$ cat src/rtl/cfg_route_pkg.sv
// Package: shared source encoding for the configuration selector.
// Assumes: code 2'b11 is reserved and is never stored as a forced source.
package cfg_route_pkg;
    typedef enum logic [1:0] {
        SRC_PINS = 2'b00,
        SRC_REGA = 2'b01,
        SRC_REGB = 2'b10
    } src_t;

    localparam logic [1:0] CODE_RESERVED = 2'b11;
endpackage

$ cat src/rtl/cfg_sync.sv
// Module: cfg_sync
// Multi-stage flop synchronizer for a bundle of slow, independent pins.
// Assumes: each bit is quasi-static, so bits may settle on different cycles.
module cfg_sync #(
    parameter int W      = 1,
    parameter int STAGES = 2
) (
    input  logic         clk,
    input  logic         rst_n,
    input  logic [W-1:0] d,
    output logic [W-1:0] q
);
    logic [W-1:0] chain [STAGES];

    // Shift the sampled pins through the synchronizer stages.
    always_ff @(posedge clk) begin
        if (!rst_n) begin
            for (int i = 0; i < STAGES; i++) chain[i] <= '0;
        end else begin
            chain[0] <= d;
            for (int i = 1; i < STAGES; i++) chain[i] <= chain[i-1];
        end
    end

    assign q = chain[STAGES-1];
endmodule

$ cat src/rtl/cfg_ovr_reg.sv
// Module: cfg_ovr_reg
// Holds the bus-side override: an active flag plus a 2-bit forced source.
// Assumes: ovr_wr is a single-cycle strobe; the reserved code is dropped.
module cfg_ovr_reg
    import cfg_route_pkg::*;
(
    input  logic       clk,
    input  logic       rst_n,
    input  logic       ovr_wr,
    input  logic       ovr_on,
    input  logic [1:0] ovr_code,
    output logic       act_q,
    output logic [1:0] code_q
);
    // Apply release or force commands; ignore the reserved code.
    always_ff @(posedge clk) begin
        if (!rst_n) begin
            act_q  <= 1'b0;
            code_q <= SRC_PINS;
        end else if (ovr_wr) begin
            if (!ovr_on) begin
                act_q <= 1'b0;
            end else if (ovr_code != CODE_RESERVED) begin
                act_q  <= 1'b1;
                code_q <= ovr_code;
            end
        end
    end
endmodule

$ cat src/rtl/cfg_src_sel.sv
// Module: cfg_src_sel
// Decides the active source from synchronized pins or the held override.
// Assumes: pin decode is sel1=0 -> B, sel1=1/sel0=0 -> pins, both 1 -> A.
module cfg_src_sel
    import cfg_route_pkg::*;
(
    input  logic [1:0] sel_s,
    input  logic       ovr_act,
    input  logic [1:0] ovr_code,
    output src_t       src
);
    // Pick the override source when active, otherwise decode the pins.
    always_comb begin
        if (ovr_act) begin
            case (ovr_code)
                2'b01:   src = SRC_REGA;
                2'b10:   src = SRC_REGB;
                default: src = SRC_PINS;
            endcase
        end else if (!sel_s[1]) begin
            src = SRC_REGB;
        end else if (!sel_s[0]) begin
            src = SRC_PINS;
        end else begin
            src = SRC_REGA;
        end
    end
endmodule

$ cat src/rtl/cfg_out_stage.sv
// Module: cfg_out_stage
// Registers the selected word and the tag bit; the tag flop has a level
// enable that models a transparent latch in the synchronous domain.
// Assumes: the tag comes from register A whenever register B is not selected.
module cfg_out_stage
    import cfg_route_pkg::*;
#(
    parameter int BUS_W = 5
) (
    input  logic           clk,
    input  logic           rst_n,
    input  src_t           src,
    input  logic [BUS_W-1:0] pin_s,
    input  logic [BUS_W:0] reg_a,
    input  logic [BUS_W:0] reg_b,
    input  logic           hold,
    output logic [BUS_W-1:0] bus_q,
    output logic           tag_q
);
    logic [BUS_W-1:0] bus_d;
    logic             tag_d;

    // Route the chosen source onto the word and pick the tag bit.
    always_comb begin
        case (src)
            SRC_REGA: bus_d = reg_a[BUS_W-1:0];
            SRC_REGB: bus_d = reg_b[BUS_W-1:0];
            default:  bus_d = pin_s;
        endcase
        tag_d = (src == SRC_REGB) ? reg_b[BUS_W] : reg_a[BUS_W];
    end

    // Register the word every cycle.
    always_ff @(posedge clk) begin
        if (!rst_n) bus_q <= '0;
        else        bus_q <= bus_d;
    end

    // Update the tag only while the hold pin is low.
    always_ff @(posedge clk) begin
        if (!rst_n)     tag_q <= 1'b0;
        else if (!hold) tag_q <= tag_d;
    end
endmodule

$ cat src/rtl/cfg_route_latch.sv
// Module: cfg_route_latch (top)
// Three-way configuration selector with a bus-side override and a held
// tag bit. Assumes the stored registers are stable storage outputs.
module cfg_route_latch
    import cfg_route_pkg::*;
#(
    parameter int BUS_W       = 5,
    parameter int SYNC_STAGES = 2
) (
    input  logic             clk,
    input  logic             rst_n,
    input  logic             sel0_pin,
    input  logic             sel1_pin,
    input  logic [BUS_W-1:0] pin_val,
    input  logic [BUS_W:0]   store_a,
    input  logic [BUS_W:0]   store_b,
    input  logic             ovr_wr,
    input  logic             ovr_on,
    input  logic [1:0]       ovr_code,
    output logic [BUS_W-1:0] cfg_out,
    output logic             tag_out
);
    logic [1:0]       sel_s;
    logic [BUS_W-1:0] pin_s;
    logic             ovr_act;
    logic [1:0]       ovr_code_q;
    src_t             src;

    cfg_sync #(.W(2), .STAGES(SYNC_STAGES)) u_sync_sel (
        .clk(clk), .rst_n(rst_n), .d({sel1_pin, sel0_pin}), .q(sel_s)
    );

    cfg_sync #(.W(BUS_W), .STAGES(SYNC_STAGES)) u_sync_pin (
        .clk(clk), .rst_n(rst_n), .d(pin_val), .q(pin_s)
    );

    cfg_ovr_reg u_ovr (
        .clk(clk), .rst_n(rst_n), .ovr_wr(ovr_wr), .ovr_on(ovr_on),
        .ovr_code(ovr_code), .act_q(ovr_act), .code_q(ovr_code_q)
    );

    cfg_src_sel u_sel (
        .sel_s(sel_s), .ovr_act(ovr_act), .ovr_code(ovr_code_q), .src(src)
    );

    cfg_out_stage #(.BUS_W(BUS_W)) u_out (
        .clk(clk), .rst_n(rst_n), .src(src), .pin_s(pin_s),
        .reg_a(store_a), .reg_b(store_b), .hold(sel_s[0]),
        .bus_q(cfg_out), .tag_q(tag_out)
    );
endmodule

$ cat config.mk
export PLATFORM = sky130hd
export DESIGN_NAME = cfg_route_latch
export DESIGN_NICKNAME = d
export VERILOG_FILES = /design/src/rtl/cfg_route_pkg.sv /design/src/rtl/cfg_sync.sv /design/src/rtl/cfg_ovr_reg.sv /design/src/rtl/cfg_src_sel.sv /design/src/rtl/cfg_out_stage.sv /design/src/rtl/cfg_route_latch.sv
export SDC_FILE = /design/constraint.sdc
export NUM_CORES = 1
export LEC_CHECK = 0
export ABC_AREA = 1
export BUFFER_PORTS_ARGS = -buffer_cell sky130_fd_sc_hd__buf_2
export CAP_MARGIN = 10
export CORE_MARGIN = 8
export CORE_UTILIZATION = 50
export CTS_CLUSTER_DIAMETER = 60
export DETAILED_ROUTE_END_ITERATION = 16
export GPL_ROUTABILITY_DRIVEN = 0
export GPL_TIMING_DRIVEN = 0
export PLACE_DENSITY_LB_ADDON = 0.05
export SETUP_SLACK_MARGIN = 0.3
export SYNTH_ARGS = -nofsm -noshare
export SYNTH_HDL_FRONTEND = slang
export SYNTH_SLANG_ARGS = --single-unit
$ cat constraint.sdc
create_clock -name clk -period 2.2 [get_ports clk]
set_clock_uncertainty 0.05 [all_clocks]
set_input_delay 0 -clock clk [delete_from_list [all_inputs] [get_ports clk]]
set_output_delay 0 -clock clk [all_outputs]
set_load 0.01 [all_outputs]
======== Word-level counts from Yosys, hierarchy flattened ========
Memories as Yosys holds them, arrays and structs flattened.
Index checks and enable logic that the tools add are counted.
W data, S select, Z words.
storage, ports and cells
  flip-flop bits (word level) ............. 9
  bits in writable memories ............... 14
  output and inout port bits .............. 6
  word-level logic and storage cells ...... 32
  memories kept ........................... 2
cells by class
  eq/ne operators ......................... 6
  muxes and demuxes ....................... 14
  bitwise operators ....................... 4
  reductions and logical operators ........ 2
memories
  memory            words  bits a word  read ports  clocked after memory_dff  wr ports  RTL line        source
  u_sync_pin.chain  2      5            2           0                         2         cfg_sync.sv:13  logic [W-1:0] chain [STAGES];
  u_sync_sel.chain  2      2            2           0                         2         cfg_sync.sv:13
operator list
  kind                  number
  $mux W5               2
  $pmux W5 S2           1
  $mux W2               4
  $mux W1               6
  $eq A2 B1 Y1 const B  2
  $eq A2 B2 Y1 const B  2
  $or A1 B1 Y1          4
  $pmux W2 S2           1
  $reduce_and A3 Y1     1
  $ne A2 B1 Y1 const B  1
  $ne A2 B2 Y1 const B  1
  $reduce_and A2 Y1     1

======== Depth between registers and ports, before layout ========
An unclocked memory read counts as a cell.
  depth in word-level cells ............... 6
  gate-level depth with buffers ........... 8

======== Modules after synthesis ========
From an unflattened synthesis, not the netlist that was laid out.
unflattened totals
  cell total of the unflattened synthesis .. 135
  area total of the unflattened synthesis .. 959.7 um^2
by module, submodules not included
  module                  times used  cells each  area each (um^2)  sequential area each (um^2)
  cfg_out_stage           1           55          337.8             120.1
  cfg_sync at u_sync_pin  1           36          324.1             200.2
  cfg_ovr_reg             1           20          131.4             60.1
  cfg_sync at u_sync_sel  1           14          125.1             80.1
  cfg_src_sel             1           10          41.3              0.0

======== Worst setup path after synthesis ========
Ideal clock, no wire load.
  path type ............................... reg-to-reg
  start point ............................. register u_ovr.act_q
  end point ............................... register u_out.bus_q[1]
  library setup time ...................... 0.120 ns
  arrival time ............................ 1.228 ns
  path slack .............................. 0.803 ns
  cell stages (with the launch flop) ...... 8
  buffers on the path ..................... 0
  period minus slack after synthesis ...... 1.397 ns
  path through ............................ dfxtp_1 > nand2_1 > o21ai_1 > inv_1 > ha_1 > inv_2 > o21ai_0 > a21oi_1
on the way
  word-level cells in the longest chain between the ends .. 3
  elaborated cells on any way between the ends .. 4
RTL lines
  element                                       RTL line             source
  from (decl)                                   cfg_ovr_reg.sv:12    output logic act_q,
  from (signal assigned)                        cfg_ovr_reg.sv:18    act_q <= 1'b0;
  from (signal assigned)                        cfg_ovr_reg.sv:22    act_q <= 1'b0;
  from (signal assigned)                        cfg_ovr_reg.sv:24    act_q <= 1'b1;
  $mux W2 *                                     cfg_src_sel.sv:14    if (ovr_act) begin
  $eq A2 B2 Y1 or $eq A2 B1 Y1 (tied branches)  cfg_out_stage.sv:25  case (src)
  $pmux W5 S2 *                                 cfg_out_stage.sv:25
  to (signal assigned)                          cfg_out_stage.sv:36  else bus_q <= bus_d;
  to (decl)                                     cfg_out_stage.sv:17  output logic [BUS_W-1:0] bus_q,
Mark *: on every way between the ends. The rest lies on a longest branch, timed or not.
A chain may end at the register's enable or synchronous reset.

======== Worst setup path after layout ========
Same ends and word-level chain as after synthesis.

==> flow_summary.toml <==
[run_status]
status = "finished clean"

[hold_path]
hp-class = "in -> reg"

[routing]
drt_iter0_drc = 5
first_pass_iters = 4
routed_wl_mm = 1.89
routed_via_density = 4.33
drt-wirelength-per-cell_um = 10.3
drtAntennaViolNets = 0
num_vias = 797
remaining_drc_errors = 0

[worst_setup_path]
cp_cell_sequence = "nand2_1 -> o21ai_1 -> inv_1 -> ha_1 -> inv_2 -> o21ai_0 -> a21oi_1"
max_stage_delay_ns = 0.41
cp_max_fo = 6
cp_slowest_cell = "ha_1"
cp.required_ns = 2.35
critPathLaunchType = "flip-flop"
critPathCaptureType = "flip-flop"
worstSetupPathType = "reg -> reg"
critPathTopFamily = "compound AO/OA/AOI/OAI gates"
arrival_ns = 1.77
path_buf_inv = 2

[global_routing]
grt_max_degree = 13
antenna_found_initial = 0
overflow = 0
grt_first_pass_wirelength_mm = 3.24
grt_pass1_vias = 811
grt_usage = 0.121

[synthesis]
ys_ff_latch = 23
synth_area_leader_cell = "dfxtp_1"
ys_types = 13
netlist_top_cells_count = "nand2_1 (28), inv_1 (25), dfxtp_1 (23)"
synth.cell_area_um2 = 876
yosysWarnings = 0
ys_async_sr_fraction = 0
syn_nets = 135
synth-main-ff-cell = "dfxtp_1"
synthDominantCellAreaShare = 0.526
synth_edf_count = 0
yosys.cell_count.top_type = "nand2_1"
seq_area_frac_synth = 0.526
yosys-top-cells-area = "dfxtp_1 (53%), nand2_1 (12%), inv_1 (11%), a21oi_2 (6.0%), a21oi_1 (5.1%)"
synth_area_per_cell_um2 = 8.11
syn_inst = 108

[flow_run]
maxCapViolations = 0

[power_and_ir_drop]
switching_share = 0.242
power.leakage_nw = 0.702
internal_power_w = 0.000596
power_frac_comb = 0.193
p_clk_frac = 0.232
p_seq_frac = 0.575
powerDensity_nw_per_um2 = 594
ir_worst_vdd_v = 0.000433
p_sw_w = 0.000191

[sta]
fmax_ghz = 0.617
finalSetupTns_ns = 0
drv_slew = 0
worst_pin_slew_ns = 0.248
fin_crit_ns = 1.62
timing.final.crit_share = 0.736
rsz0062_at_grt = "no"
final-setup-viol-count = 0
holdWs_ns = 0.0277
maxSlewHeadroom = 0.835
finalHoldViolCount = 0
setup_ws_ns = 0.580

[place]
io_buffer_count = 30
pre_cts_slack_ns = 0.584
dp_hpwl_mm = 1.29
post_dp_cell_area_um2 = 1050

[floorplan]
core_um2 = 1690
die_area_um2 = 3350
floorplan.initialDensity = 0.519
io_pins = 31
die_y_um = 57.9
placementRows = 15
die_w_um = 57.9

[clock_network]
path_clk_slew_ns = 0.11
ctsHoldBuffers = 25
h-tree-depth = 1
clkSinkCount = 23
clockBufferDepth = 2
cts_buffers = 3
cts_resized = 0
root_buffer = "clkbuf_4"
cts_tree = "yes"
clk_latency_ns = 0.29
post_cts_buffers = 0

[cells_and_area]
fillers = 117
n_antenna_cell = 0
nets = 195
area_delta_synth_final_pct = 51.1
drive_above_1_share = 0.269
fin_area_um2 = 1320
-- per-layer routing --
metal | vias up | track usage | routed length (um)
met1 | 329 | 0.131 | 858
met5 | - | 0 | 0
met3 | 2 | 0.0375 | 122
met4 | 0 | 0.0629 | 11
li1 | 444 | - | -
met2 | 22 | 0.207 | 900
-- worst min-delay path, cell delays in order --
cell and delay, ns:
buf_2 0.09, nand2_1 0.05, nand3_1 0.14, a21oi_2 0.06
-- cells in the final DEF, fill, tap and decap left out --
| cell type | synthesis | final |
|---|---|---|
| o21ai_1 | 1 | 1 |
| dlygate4sd3_1 | 0 | 25 |
| o21ai_0 | 3 | 3 |
| dfxtp_1 | 23 | 23 |
| inv_2 | 1 | 1 |
| nand3_1 | 5 | 5 |
| ha_1 | 2 | 2 |
| a21oi_1 | 9 | 9 |
| a21oi_2 | 6 | 6 |
| nand2_1 | 28 | 28 |
| clkbuf_1 | 0 | 1 |
| clkbuf_4 | 0 | 3 |
| buf_4 | 1 | 1 |
| inv_1 | 25 | 25 |
| buf_2 | 0 | 30 |
| o21ai_2 | 3 | 3 |
| buf_6 | 1 | 1 |
-- power by group through the flow --
stage / combinational, W / sequential [W] / clock [W]
after global routing: 0.000169 / 0.000455 / 0.000211
after CTS: 0.000152 / 0.000452 / 0.000194
after global placement: 0.000115 / 0.000461 / 0
after floorplan: 0.0000641 / 0.000468 / 0
after detailed placement: 0.000118 / 0.000462 / 0
final: 0.000152 / 0.000452 / 0.000183
-- kinds of logic after synthesis --
group,after synthesis,share of synthesized area
buf+inv,28,0.133
compound gates,22,0.164
fa+ha+maj,2,0.0286
flops,23,0.526
simple gates,33,0.149
-- state kept, by name, summed over array words and instances (netlist names) --
| register | count |
|---|---|
| u_sync_pin.chain | 10 |
| u_out.bus_q | 5 |
| u_sync_sel.chain | 4 |
| u_ovr.code_q | 2 |
| u_out.tag_q | 1 |
| u_ovr.act_q | 1 |
-- final timing paths --
path,startpoint,end,slack [ns],cells past startpoint
setup / recovery,u_ovr.act_q,u_out.bus_q[1],0.58,7
hold / removal,ovr_code[0],u_ovr.code_q[1],0.03,4
setup reg to reg,u_ovr.act_q,u_out.bus_q[1],0.58,7
hold reg to reg,u_sync_pin.chain[0][2],u_sync_pin.chain[0][7],0.37,2
-- layout make-up --
type	instances	area (um2)	share of cell area
Sequential cell	23	460	0.348
Timing Repair Buffer	55	400	0.302
Multi-Input combinational cell	57	299	0.226
Inverter	26	97.6	0.0737
Clock buffer	4	26.3	0.0198
Tap cell	17	21.3	0.0161
Buffer	2	18.8	0.0142
-- per-stage QoR --
stage          utilization  power (W)  instances
3_3_place_gp         0.620   0.000576        155
2_1_floorplan            -   0.000532        108
6_report             0.784   0.000786        184
3_5_place_dp         0.620   0.000580        155
4_1_cts              0.784   0.000797        184
5_1_grt              0.784   0.000835        184
Power figures use the tool's default switching activity.
